===== src/rtl/ct64_pkg.sv =====
package ct64_pkg;
  localparam int NUM_TMR  = 2;
  localparam int OVERHEAD = 4;
  typedef enum logic {JOIN_SPLIT = 1'b0, JOIN_CASCADE = 1'b1} join_e;
endpackage


===== src/rtl/ct64_half.sv =====
module ct64_half #(
  parameter int W = 32
) (
  input  logic         clk,
  input  logic         rst_n,
  input  logic         load_now,
  input  logic [W-1:0] load_val,
  input  logic         step,
  input  logic         down,
  output logic [W-1:0] value,
  output logic         at_term,
  output logic         wrap
);
  function automatic logic [W-1:0] next_val(input logic [W-1:0] v, input logic dn);
    return dn ? v - W'(1) : v + W'(1);
  endfunction

  function automatic logic [W-1:0] term_val(input logic dn);
    return dn ? '0 : '1;
  endfunction

  always_ff @(posedge clk) begin
    if (!rst_n)        value <= '0;
    else if (load_now) value <= load_val;
    else if (step)     value <= next_val(value, down);
  end

  assign at_term = (value == term_val(down));
  assign wrap    = step & at_term;
endmodule


===== src/rtl/ct64_seq.sv =====
module ct64_seq #(
  parameter int OVERHEAD = 4
) (
  input  logic clk,
  input  logic rst_n,
  input  logic go,
  input  logic restart,
  input  logic term,
  input  logic auto_rl,
  output logic advance,
  output logic tc_evt,
  output logic reload,
  output logic gen
);
  localparam int STALL_N = OVERHEAD - 1;
  localparam int SW      = $clog2(STALL_N + 1);

  logic [SW-1:0] stall_cnt;
  logic          stalling;

  assign stalling = (stall_cnt != '0);
  assign advance  = go & ~stalling & ~term & ~restart;
  assign tc_evt   = go & ~stalling &  term & ~restart;
  assign reload   = tc_evt & auto_rl;

  always_ff @(posedge clk) begin
    if (!rst_n)                stall_cnt <= '0;
    else if (restart)          stall_cnt <= '0;
    else if (reload)           stall_cnt <= SW'(STALL_N);
    else if (go && stalling)   stall_cnt <= stall_cnt - SW'(1);
  end

  always_ff @(posedge clk) begin
    if (!rst_n) gen <= 1'b0;
    else        gen <= tc_evt;
  end
endmodule


===== src/rtl/ct64_ctrl.sv =====
module ct64_ctrl
  import ct64_pkg::*;
(
  input  logic               clk,
  input  logic               rst_n,
  input  logic               all_wr,
  input  logic               all_wdata,
  input  logic [NUM_TMR-1:0] start_stb,
  input  logic [NUM_TMR-1:0] stop_stb,
  input  logic [NUM_TMR-1:0] halt_req,
  input  logic [NUM_TMR-1:0] tc_evt,
  input  logic [NUM_TMR-1:0] irq_clr,
  output logic [NUM_TMR-1:0] run,
  output logic [NUM_TMR-1:0] irq
);
  logic all_set;
  assign all_set = all_wr & all_wdata;

  for (genvar i = 0; i < NUM_TMR; i++) begin : g_tmr
    always_ff @(posedge clk) begin
      if (!rst_n)                         run[i] <= 1'b0;
      else if (halt_req[i] | stop_stb[i]) run[i] <= 1'b0;
      else if (start_stb[i] | all_set)    run[i] <= 1'b1;
    end

    always_ff @(posedge clk) begin
      if (!rst_n)          irq[i] <= 1'b0;
      else if (tc_evt[i])  irq[i] <= 1'b1;
      else if (irq_clr[i]) irq[i] <= 1'b0;
    end
  end
endmodule


===== src/rtl/ct64_timer.sv =====
module ct64_timer
  import ct64_pkg::*;
#(
  parameter int HALF_W = 32
) (
  input  logic                clk,
  input  logic                rst_n,
  input  logic                cascade_on,
  input  logic                all_wr,
  input  logic                all_wdata,
  input  logic [NUM_TMR-1:0]  start_stb,
  input  logic [NUM_TMR-1:0]  stop_stb,
  input  logic [NUM_TMR-1:0]  dir_down,
  input  logic [NUM_TMR-1:0]  auto_reload,
  input  logic [NUM_TMR-1:0]  load_stb,
  input  logic [HALF_W-1:0]   load_lo,
  input  logic [HALF_W-1:0]   load_hi,
  input  logic [NUM_TMR-1:0]  irq_clr,
  output logic [2*HALF_W-1:0] count,
  output logic [NUM_TMR-1:0]  gen_out,
  output logic [NUM_TMR-1:0]  irq_flag
);
  join_e joined_mode;
  logic  joined;

  logic [NUM_TMR-1:0]             run;
  logic [NUM_TMR-1:0]             adv, tc_evt, reload_s, gen_s;
  logic [NUM_TMR-1:0]             seq_go, seq_restart, seq_term, seq_arl;
  logic [NUM_TMR-1:0]             h_load, h_step, h_down, at_term, wrap;
  logic [NUM_TMR-1:0][HALF_W-1:0] h_val, h_ld;
  logic                           unused_wrap_hi;

  assign joined_mode    = cascade_on ? JOIN_CASCADE : JOIN_SPLIT;
  assign joined         = (joined_mode == JOIN_CASCADE);
  assign unused_wrap_hi = wrap[1];

  always_comb begin
    h_ld[0] = load_lo;
    h_ld[1] = load_hi;

    seq_go[0]      = run[0];
    seq_restart[0] = load_stb[0];
    seq_arl[0]     = auto_reload[0];
    seq_term[0]    = joined ? (at_term[0] & at_term[1]) : at_term[0];

    seq_go[1]      = run[1] & ~joined;
    seq_restart[1] = load_stb[1] & ~joined;
    seq_arl[1]     = auto_reload[1];
    seq_term[1]    = at_term[1];

    h_load[0] = load_stb[0] | reload_s[0];
    h_step[0] = adv[0];
    h_down[0] = dir_down[0];

    if (joined) begin
      h_load[1] = load_stb[0] | reload_s[0];
      h_step[1] = wrap[0];
      h_down[1] = dir_down[0];
    end else begin
      h_load[1] = load_stb[1] | reload_s[1];
      h_step[1] = adv[1];
      h_down[1] = dir_down[1];
    end
  end

  for (genvar i = 0; i < NUM_TMR; i++) begin : g_unit
    ct64_half #(.W(HALF_W)) u_half (
      .clk      (clk),
      .rst_n    (rst_n),
      .load_now (h_load[i]),
      .load_val (h_ld[i]),
      .step     (h_step[i]),
      .down     (h_down[i]),
      .value    (h_val[i]),
      .at_term  (at_term[i]),
      .wrap     (wrap[i])
    );

    ct64_seq #(.OVERHEAD(OVERHEAD)) u_seq (
      .clk     (clk),
      .rst_n   (rst_n),
      .go      (seq_go[i]),
      .restart (seq_restart[i]),
      .term    (seq_term[i]),
      .auto_rl (seq_arl[i]),
      .advance (adv[i]),
      .tc_evt  (tc_evt[i]),
      .reload  (reload_s[i]),
      .gen     (gen_s[i])
    );
  end

  ct64_ctrl u_ctrl (
    .clk       (clk),
    .rst_n     (rst_n),
    .all_wr    (all_wr),
    .all_wdata (all_wdata),
    .start_stb (start_stb),
    .stop_stb  (stop_stb),
    .halt_req  (tc_evt & ~auto_reload),
    .tc_evt    (tc_evt),
    .irq_clr   (irq_clr),
    .run       (run),
    .irq       (irq_flag)
  );

  assign count   = {h_val[1], h_val[0]};
  assign gen_out = gen_s;
endmodule


===== config.mk =====
export PLATFORM = sky130hd
export DESIGN_NAME = ct64_timer
export DESIGN_NICKNAME = d
export VERILOG_FILES = /design/src/rtl/ct64_pkg.sv /design/src/rtl/ct64_half.sv /design/src/rtl/ct64_seq.sv /design/src/rtl/ct64_ctrl.sv /design/src/rtl/ct64_timer.sv
export SDC_FILE = /design/constraint.sdc
export NUM_CORES = 1
export LEC_CHECK = 0
export ABC_CLOCK_PERIOD_IN_PS = 3200
export BUFFER_PORTS_ARGS = -buffer_cell sky130_fd_sc_hd__buf_2
export CORE_ASPECT_RATIO = 1.1
export CORE_UTILIZATION = 41
export DETAILED_ROUTE_END_ITERATION = 6
export PLACE_DENSITY_LB_ADDON = 0.05
export SYNTH_ARGS = -nofsm -noshare
export SYNTH_HDL_FRONTEND = slang
export SYNTH_SLANG_ARGS = --single-unit

===== constraint.sdc =====
create_clock -name clk -period 3.2 [get_ports clk]
set_input_delay 0.32 -clock clk [delete_from_list [all_inputs] [get_ports clk]]
set_output_delay 0.32 -clock clk [all_outputs]
set_load 0.05 [all_outputs]

==> metrics.md, run 1 <==
| Metric | Value |
|---|---|
| Placer Congestion | 0.892 |
| DR iter-0 viols | 266 |
| First-pass GRT wire length | 34200 um |
| MaxCap Viol Count | 0 |
| Post-synth EDFFs | 0 |
| Maximum VDD drop | 308 uV |
| Met2 wire len | 11300 um |
| Most used standard cell by instance count after synthesis | a21oi_1 |
| Nets | 1251 |
| CP Max Fanout | 17 |
| Synth top area share | 22.6% |
| Syn_area_per_cell | 7.73 um2 |
| Crit path to | g_unit[0].u_half.value[31]$_SDFFE_PN0P_ |
| Critical Path RT | 3.43 ns |
| DP Wirelength | 17300 um |
| Core box area | 15700 um2 |
| Max Used Layer | met4 |
| Gr usage total | 26.8% |
| R2R Path End | g_unit[0].u_half.value[31]$_SDFFE_PN0P_ |
| Finished layout cell area | 8790 um2 |
| Number of port buffers | 148 |
| Worst clock skew | 0.00702 ns |
| Synth cell types | 77 |
| Cts bufs inserted | 9 |
| Count of final hold-check violations | 0 |
| Hold Buf Count CTS | 0 |
| Post-CTS setup buffers | 0 |
| Crit Path Category | in -> reg |
| Clock-pin slew on the worst setup and hold paths | 0.06 ns |
| Ys flop type | dfxtp_1 |
| Placed cell area | 8470 um2 |
| Non-Filler Instances | 1311 |
| Metal3 WL | 821 um |
| Leakage Power | 4.03 nW |
| Syn_nets | 995 |
| CTS-repair resized insts | 0 |
| Dominant cells by area after synthesis | dfxtp_1 23%, ha_1 12%, a21oi_1 7.5% |
| CP Depth | 14 |
| Wirelength, routed | 21800 um |
| Setup Viol. Count Final | 0 |
| Initial core utilization | 41.9% |
| TritonCTS clock tree | yes |
| Vias in the first global route | 7102 |
| # IOs | 149 |
| Yosys reg bits | 74 |
| R2R Setup Slk | 0.38 ns |
| Die H | 135 um |
| Pwr Density | 436 nW/um2 |
| Clock Tree Buf Depth | 2 |
| CP Capture Type | flip-flop |
| Total gr overflow | 0 |
| Post-Place Cells | 1295 |
| DRT Pass-1 Iters | 4 |
| Commonest cells in the netlist | 98 x a21oi_1, 74 x dfxtp_1, 73 x nand2_1 |
| WL met1 | 9080 um |
| Hold_sp | stop_stb[0] |
| Avg WL per Cell | 16.6 um |
| Later-pin clock latency in the skew report | 0.36 ns |
| Antenna cells | 0 |
| Max frequency | 0.334 GHz |
| Worst-Margin Slew | 0.613 ns |
| Period utilisation layout | 93.7% |
| Largest net degree at the start of global routing | 41 |
| Post-DRT Antenna Nets | 0 |
| Reg2reg path depth | 10 |
| # fillers | 1572 |
| Vias/cell | 5.56 |
| Hold Path Class | in -> reg |
| RSZ-0062 raised after global routing | false |
| Slew HR | 59.1% |
| Cell taking the most area after synthesis | dfxtp_1 |
| CP startpoint kind | input pin |
| Hold_ws | 0.125 ns |
| Post-Syn Instances | 850 |
| Initial antenna violation count | 0 |
| Worst r2r src | g_unit[1].u_half.value[1]$_SDFFE_PN0P_ |
| Slowest stage delay, CP | 0.44 ns |
| H-tree levels | 3 |
| Slew Limit Fails | 0 |
| Root Buffer | clkbuf_16 |
| Die area | 16500 um2 |
| Max stage delay cell, worst path | o41a_1 |
| Mapped Area | 6570 um2 |
| Area growth, synth to finish | 33.8% |
| Worst path cell trace | buf_2, mux2_4, buf_4, ha_1, nand3_1, nor3_2, buf_4, a41oi_4, o41a_1, buf_4, nand2_1, o31ai_1, a221oi_1, o22ai_1 |
| Fraction of registers with async set/reset | 0% |
| Most Frequent Cell on Critical Path | buf_4 |
| WP buf/inv | 4 |
| CP arrival | 3.23 ns |
| Clock period minus worst slack | 3.00 ns |
| Top delay family on crit path | compound AO/OA/AOI/OAI gates |
| Share of layout cells above drive strength 1 | 30.0% |
| CP startpoint | cascade_on |
| Status | completed |
| Residual DRC | 0 |
| YS warnings | 0 |
| Routed via count | 7287 |
| Post-synthesis sequential area ratio | 22.6% |
| # rows | 48 |
| CTS sink count | 74 |
| Die width | 123 um |
-- flip-flops by register name, indices dropped and copies added, names as in the netlist --
name,cells
g_unit.u_half.value,64
u_ctrl.irq,2
g_unit.u_seq.gen,2
g_unit.u_seq.stall_cnt,4
u_ctrl.run,2
-- logic make-up (layout without fill, tap and decap cells) --
family,after synthesis,in the layout,synth area share (%)
AO/OA/AOI/OAI,296,296,30.1
AND/OR/NAND/NOR,286,286,21.7
flip-flops,74,74,22.6
buffers and inverters,71,332,4.90
adder cells (fa/ha/maj),64,64,12.4
XOR/XNOR,47,47,6.27
multiplexers,12,12,2.04
-- worst register-to-register path, stage by stage, from the launching register on --
cell	delay, ns
dfxtp_1	0.37
ha_1	0.34
nand4_1	0.18
nor4_4	0.43
a41oi_4	0.16
o41a_1	0.44
buf_4	0.22
nand2_1	0.10
o31ai_1	0.07
a221oi_1	0.26
o22ai_1	0.11
-- worst min path at each step --
stage / slack [ns] / end / depth (start not counted)
final: 0.13 / u_ctrl.run[0]$_SDFFE_PP0P_ / 2
after global routing: 0.12 / u_ctrl.run[0]$_SDFFE_PP0P_ / 2
after CTS: 0.11 / u_ctrl.run[0]$_SDFFE_PP0P_ / 2
after detailed placement: 0.48 / u_ctrl.irq[0]$_SDFFE_PN0P_ / 2
after global placement: 0.47 / u_ctrl.irq[0]$_SDFFE_PN0P_ / 2
after floorplan: 0.40 / u_ctrl.run[0]$_SDFFE_PP0P_ / 1
-- metrics by stage --
stage | setup WS [ns] | total power, mW | setup TNS [ns] | utilization (%)
floorplan | 0.0269 | 2.14 | 0 | -
global placement | -0.0999 | 2.70 | -1.22 | 54.0
detailed placement | -0.150 | 2.70 | -1.77 | 54.0
CTS | 0.201 | 3.86 | 0 | 56.1
global route | 0.0174 | 4.05 | 0 | 56.1
finish | 0.203 | 3.83 | 0 | 56.1
-- cell type report --
cell class,count,area (um2),area share [%]
Timing Repair Buffer,287,1860,21.2
Multi-Input combinational cell,705,4770,54.3
Clock buffer,9,225,2.56
Sequential cell,74,1480,16.9
Clock inverter,7,93.8,1.07
Tap cell,200,250,2.85
Inverter,29,109,1.24
-- routing by layer --
layer	vias to the layer above	GRT usage [%]
met5	-	0
met4	0	11.2
met3	30	3.76
met2	148	49.8
met1	3377	29.9
li1	3732	-
-- power by group --
group,switching [mW],internal (mW),total [mW]
Combinational,0.954,0.678,1.63
Clock,0.459,0.682,1.14
Sequential,0.0680,0.990,1.06
-- layout by cell type, fill, tap and decap left out, types with 10 or more instances in the layout --
master      n
o21ai_0    40
buf_2     148
nand2_1    73
xnor2_1    28
buf_4     133
nand3_1    31
a21o_1     19
a211oi_1   13
inv_1      29
a21oi_1    98
a31oi_1    14
a311oi_1   10
nor3_1     24
ha_1       62
dfxtp_1    74
nand4_1    23
o221ai_1   14
nor2_1     68
xor2_1     19
No activity file was read; power rests on OpenSTA's default activity.
==> run 2, diff against run 1 <==
ABC_CLOCK_PERIOD_IN_PS = 3500   (was 3200)
CAP_MARGIN = 20   (was not set)
MAX_ROUTING_LAYER = met4   (was not set)
clock period = 3.5 ns   (was 3.2 ns; I/O delays follow)
==> metrics.md, run 2 (synthesis results as in run 1) <==
| Metric | Value |
|---|---|
| Cell Int Power | 1.92 mW (-18%) |
| Die H | 135 um (unchanged) |
| Setup Viol. Count Final | 0 (unchanged) |
| Antenna cells | 0 (unchanged) |
| Root Buffer | clkbuf_16 |
| Clock-pin slew on the worst setup and hold paths | 0.06 ns (about the same) |
| Most common cell after layout, fill and taps aside | buf_2 |
| Slew Limit Fails | 0 (unchanged) |
| Worst r2r src | g_unit[0].u_half.value[20]$_SDFFE_PN0P_ |
| Cell count of the worst hold path | 2 (unchanged) |
| Gr usage total | 26.9% (+0.17 points) |
| Commonest non-fill, non-tap cells in the layout | 148 x buf_2, 98 x a21oi_1, 74 x dfxtp_1 |
| R2R Path End | g_unit[1].u_half.value[31]$_SDFFE_PN0P_ |
| CP Capture Type | flip-flop |
| RSZ-0062 raised after global routing | false |
| Largest regs | g_unit.u_half.value x64, g_unit.u_seq.stall_cnt x4 |
| Worst-Margin Slew | 0.501 ns (-0.113 ns) |
| Later-pin clock latency in the skew report | 0.35 ns (about the same) |
| First-pass GRT wire length | 33900 um (-1.1%) |
| DRT Pass-1 Iters | 5 (+1) |
| Worst clock skew | 0.00910 ns (+0.00207 ns) |
| Worst Hold Path EP | u_ctrl.run[0]$_SDFFE_PP0P_ |
| Post-DRT Antenna Nets | 0 (unchanged) |
| Initial antenna violation count | 0 (unchanged) |
| Die width | 123 um (unchanged) |
| Vias/cell | 5.74 (+3.3%) |
| Nets | 1178 (-5.8%) |
| Cts bufs inserted | 9 (unchanged) |
| Clock period minus worst slack | 3.07 ns |
| CP Max Fanout | 26 (+9) |
| Count of final hold-check violations | 0 (unchanged) |
| Critical Path RT | 3.77 ns (+0.34 ns) |
| CTS-repair resized insts | 0 (unchanged) |
| DP Wirelength | 16400 um (-5.3%) |
| CP arrival | 3.34 ns (+0.11 ns) |
| Power share of the clock group | 27.4% (-2.4 points) |
| Slew HR | 66.6% (+7.6 points) |
| Area growth, synth to finish | 24.3% |
| R2R Setup Slk | 0.68 ns (+0.30 ns) |
| # rows | 48 (unchanged) |
| Number of port buffers | 148 (unchanged) |
| Total gr overflow | 0 (unchanged) |
| Die area | 16500 um2 (unchanged) |
| # IOs | 149 (unchanged) |
| CP startpoint kind | input pin |
| Final cell utilization of the core | 52.1% (-4.0 points) |
| Setup Total Neg Slack | 0 ns (unchanged) |
| P_sw | 1.32 mW (-11%) |
| Initial core utilization | 41.9% (unchanged) |
| Core box area | 15700 um2 (unchanged) |
| Clock Tree Buf Depth | 2 (unchanged) |
| TritonCTS clock tree | yes |
| Largest net degree at the start of global routing | 41 (unchanged) |
| DR iter-0 viols | 369 (+39%) |
| Hold Path Class | in -> reg |
| Overall power | 3.24 mW (-15%) |
| Avg WL per Cell | 17.0 um (+2.4%) |
| Post-CTS setup buffers | 0 (unchanged) |
| Maximum VDD drop | 216 uV (-30%) |
| CTS sink count | 74 (unchanged) |
| Gate power share | 42.8% (+0.2 points) |
| Reg2reg path depth | 10 (unchanged) |
| Routed via count | 7109 (-2.4%) |
| Most flops, register | g_unit.u_half.value |
| Max FFs per register | 64 (unchanged) |
| Vias in the first global route | 6956 (-2.1%) |
| Share of layout cells above drive strength 1 | 25.0% (-4.9 points) |
| # fillers | 1596 (+1.5%) |
| Wirelength, routed | 21100 um (-3.3%) |
| Placer Congestion | 0.886 (-0.64%) |
| Residual DRC | 0 (unchanged) |
| Max frequency | 0.325 GHz |
| Period utilisation layout | 87.8% |
| Pwr Density | 397 nW/um2 (-8.9%) |
| Sequential power share | 29.8% (+2.2 points) |
| Leakage Power | 3.65 nW (-9.4%) |
| MaxCap Viol Count | 0 (unchanged) |
| Status | completed |
| Hold_sp | stop_stb[0] |
| Hold Buf Count CTS | 0 (unchanged) |
| Sw frac | 40.8% (+2.1 points) |
| Crit Path Category | in -> reg |
| H-tree levels | 3 (unchanged) |
run 2: cell count changes in the layout (fill, tap and decap cells not counted):
cell / change
buf_12: -2
buf_4: -71
bufinv_16: -2
clkinv_2: +1
clkinvlp_4: +1
run 2: final cells by class:
class | instances | area [um2] | share of cell area, %
clock buffers | 9 | 225 | 2.76
inverters | 29 | 109 | 1.33
multi-input cells | 705 | 4770 | 58.4
clock inverters | 7 | 46.3 | 0.567
repair buffers | 214 | 1290 | 15.7
well taps | 200 | 250 | 3.06
flip-flops and latches | 74 | 1480 | 18.1
run 2: routing by layer:
metal	vias to the layer above	track usage, %	wire length (um)
met3	37	2.62	701
li1	3591	-	-
met1	3324	29.8	8770
met5	-	-	0
met2	157	48.7	11000
met4	0	11.2	548
run 2: worst max-delay path by stage:
| stage | cells past startpoint | endpoint | start | slack (ns) |
|---|---|---|---|---|
| 2_1_floorplan | 11 | g_unit[1].u_half.value[25]$_SDFFE_PN0P_ | cascade_on | 0.30 |
| 3_3_place_gp | 12 | g_unit[0].u_half.value[12]$_SDFFE_PN0P_ | cascade_on | 0.12 |
| 3_5_place_dp | 13 | g_unit[1].u_half.value[25]$_SDFFE_PN0P_ | cascade_on | 0.07 |
| 4_1_cts | 12 | g_unit[0].u_half.value[12]$_SDFFE_PN0P_ | cascade_on | 0.43 |
| 5_1_grt | 12 | g_unit[1].u_half.value[30]$_SDFFE_PN0P_ | cascade_on | 0.18 |
| 6_report | 13 | g_unit[1].u_half.value[0]$_SDFFE_PN0P_ | cascade_on | 0.43 |
run 2: critical path, stage by stage:
cell	delay [ns]
buf_2	0.12
mux2_4	0.44
buf_4	0.24
ha_1	0.36
nand4_1	0.15
nor2_1	0.05
buf_4	0.15
and4_1	0.19
a311oi_1	0.44
a21o_1	0.18
buf_4	0.30
o21ai_0	0.12
a211oi_1	0.22
run 2: power by group through the flow:
stage               logic [mW]  registers [mW]  clock network [mW]
floorplan                0.780            1.18                   0
global placement          1.38           0.989                   0
detailed placement        1.38           0.987                   0
CTS                       1.39           0.969               0.912
global route              1.52           0.976               0.952
finish                    1.39           0.967               0.889
run 2: through the flow:
step                hold WS (ns)  std cells  area [um2]  setup WS [ns]
floorplan                  0.429        850        6570          0.297
finish                     0.157       1238        8170          0.426
CTS                        0.147       1238        8170          0.434
detailed placement         0.473       1222        7900         0.0706
global placement           0.468       1222        7900          0.124
global route               0.146       1238        8170          0.177
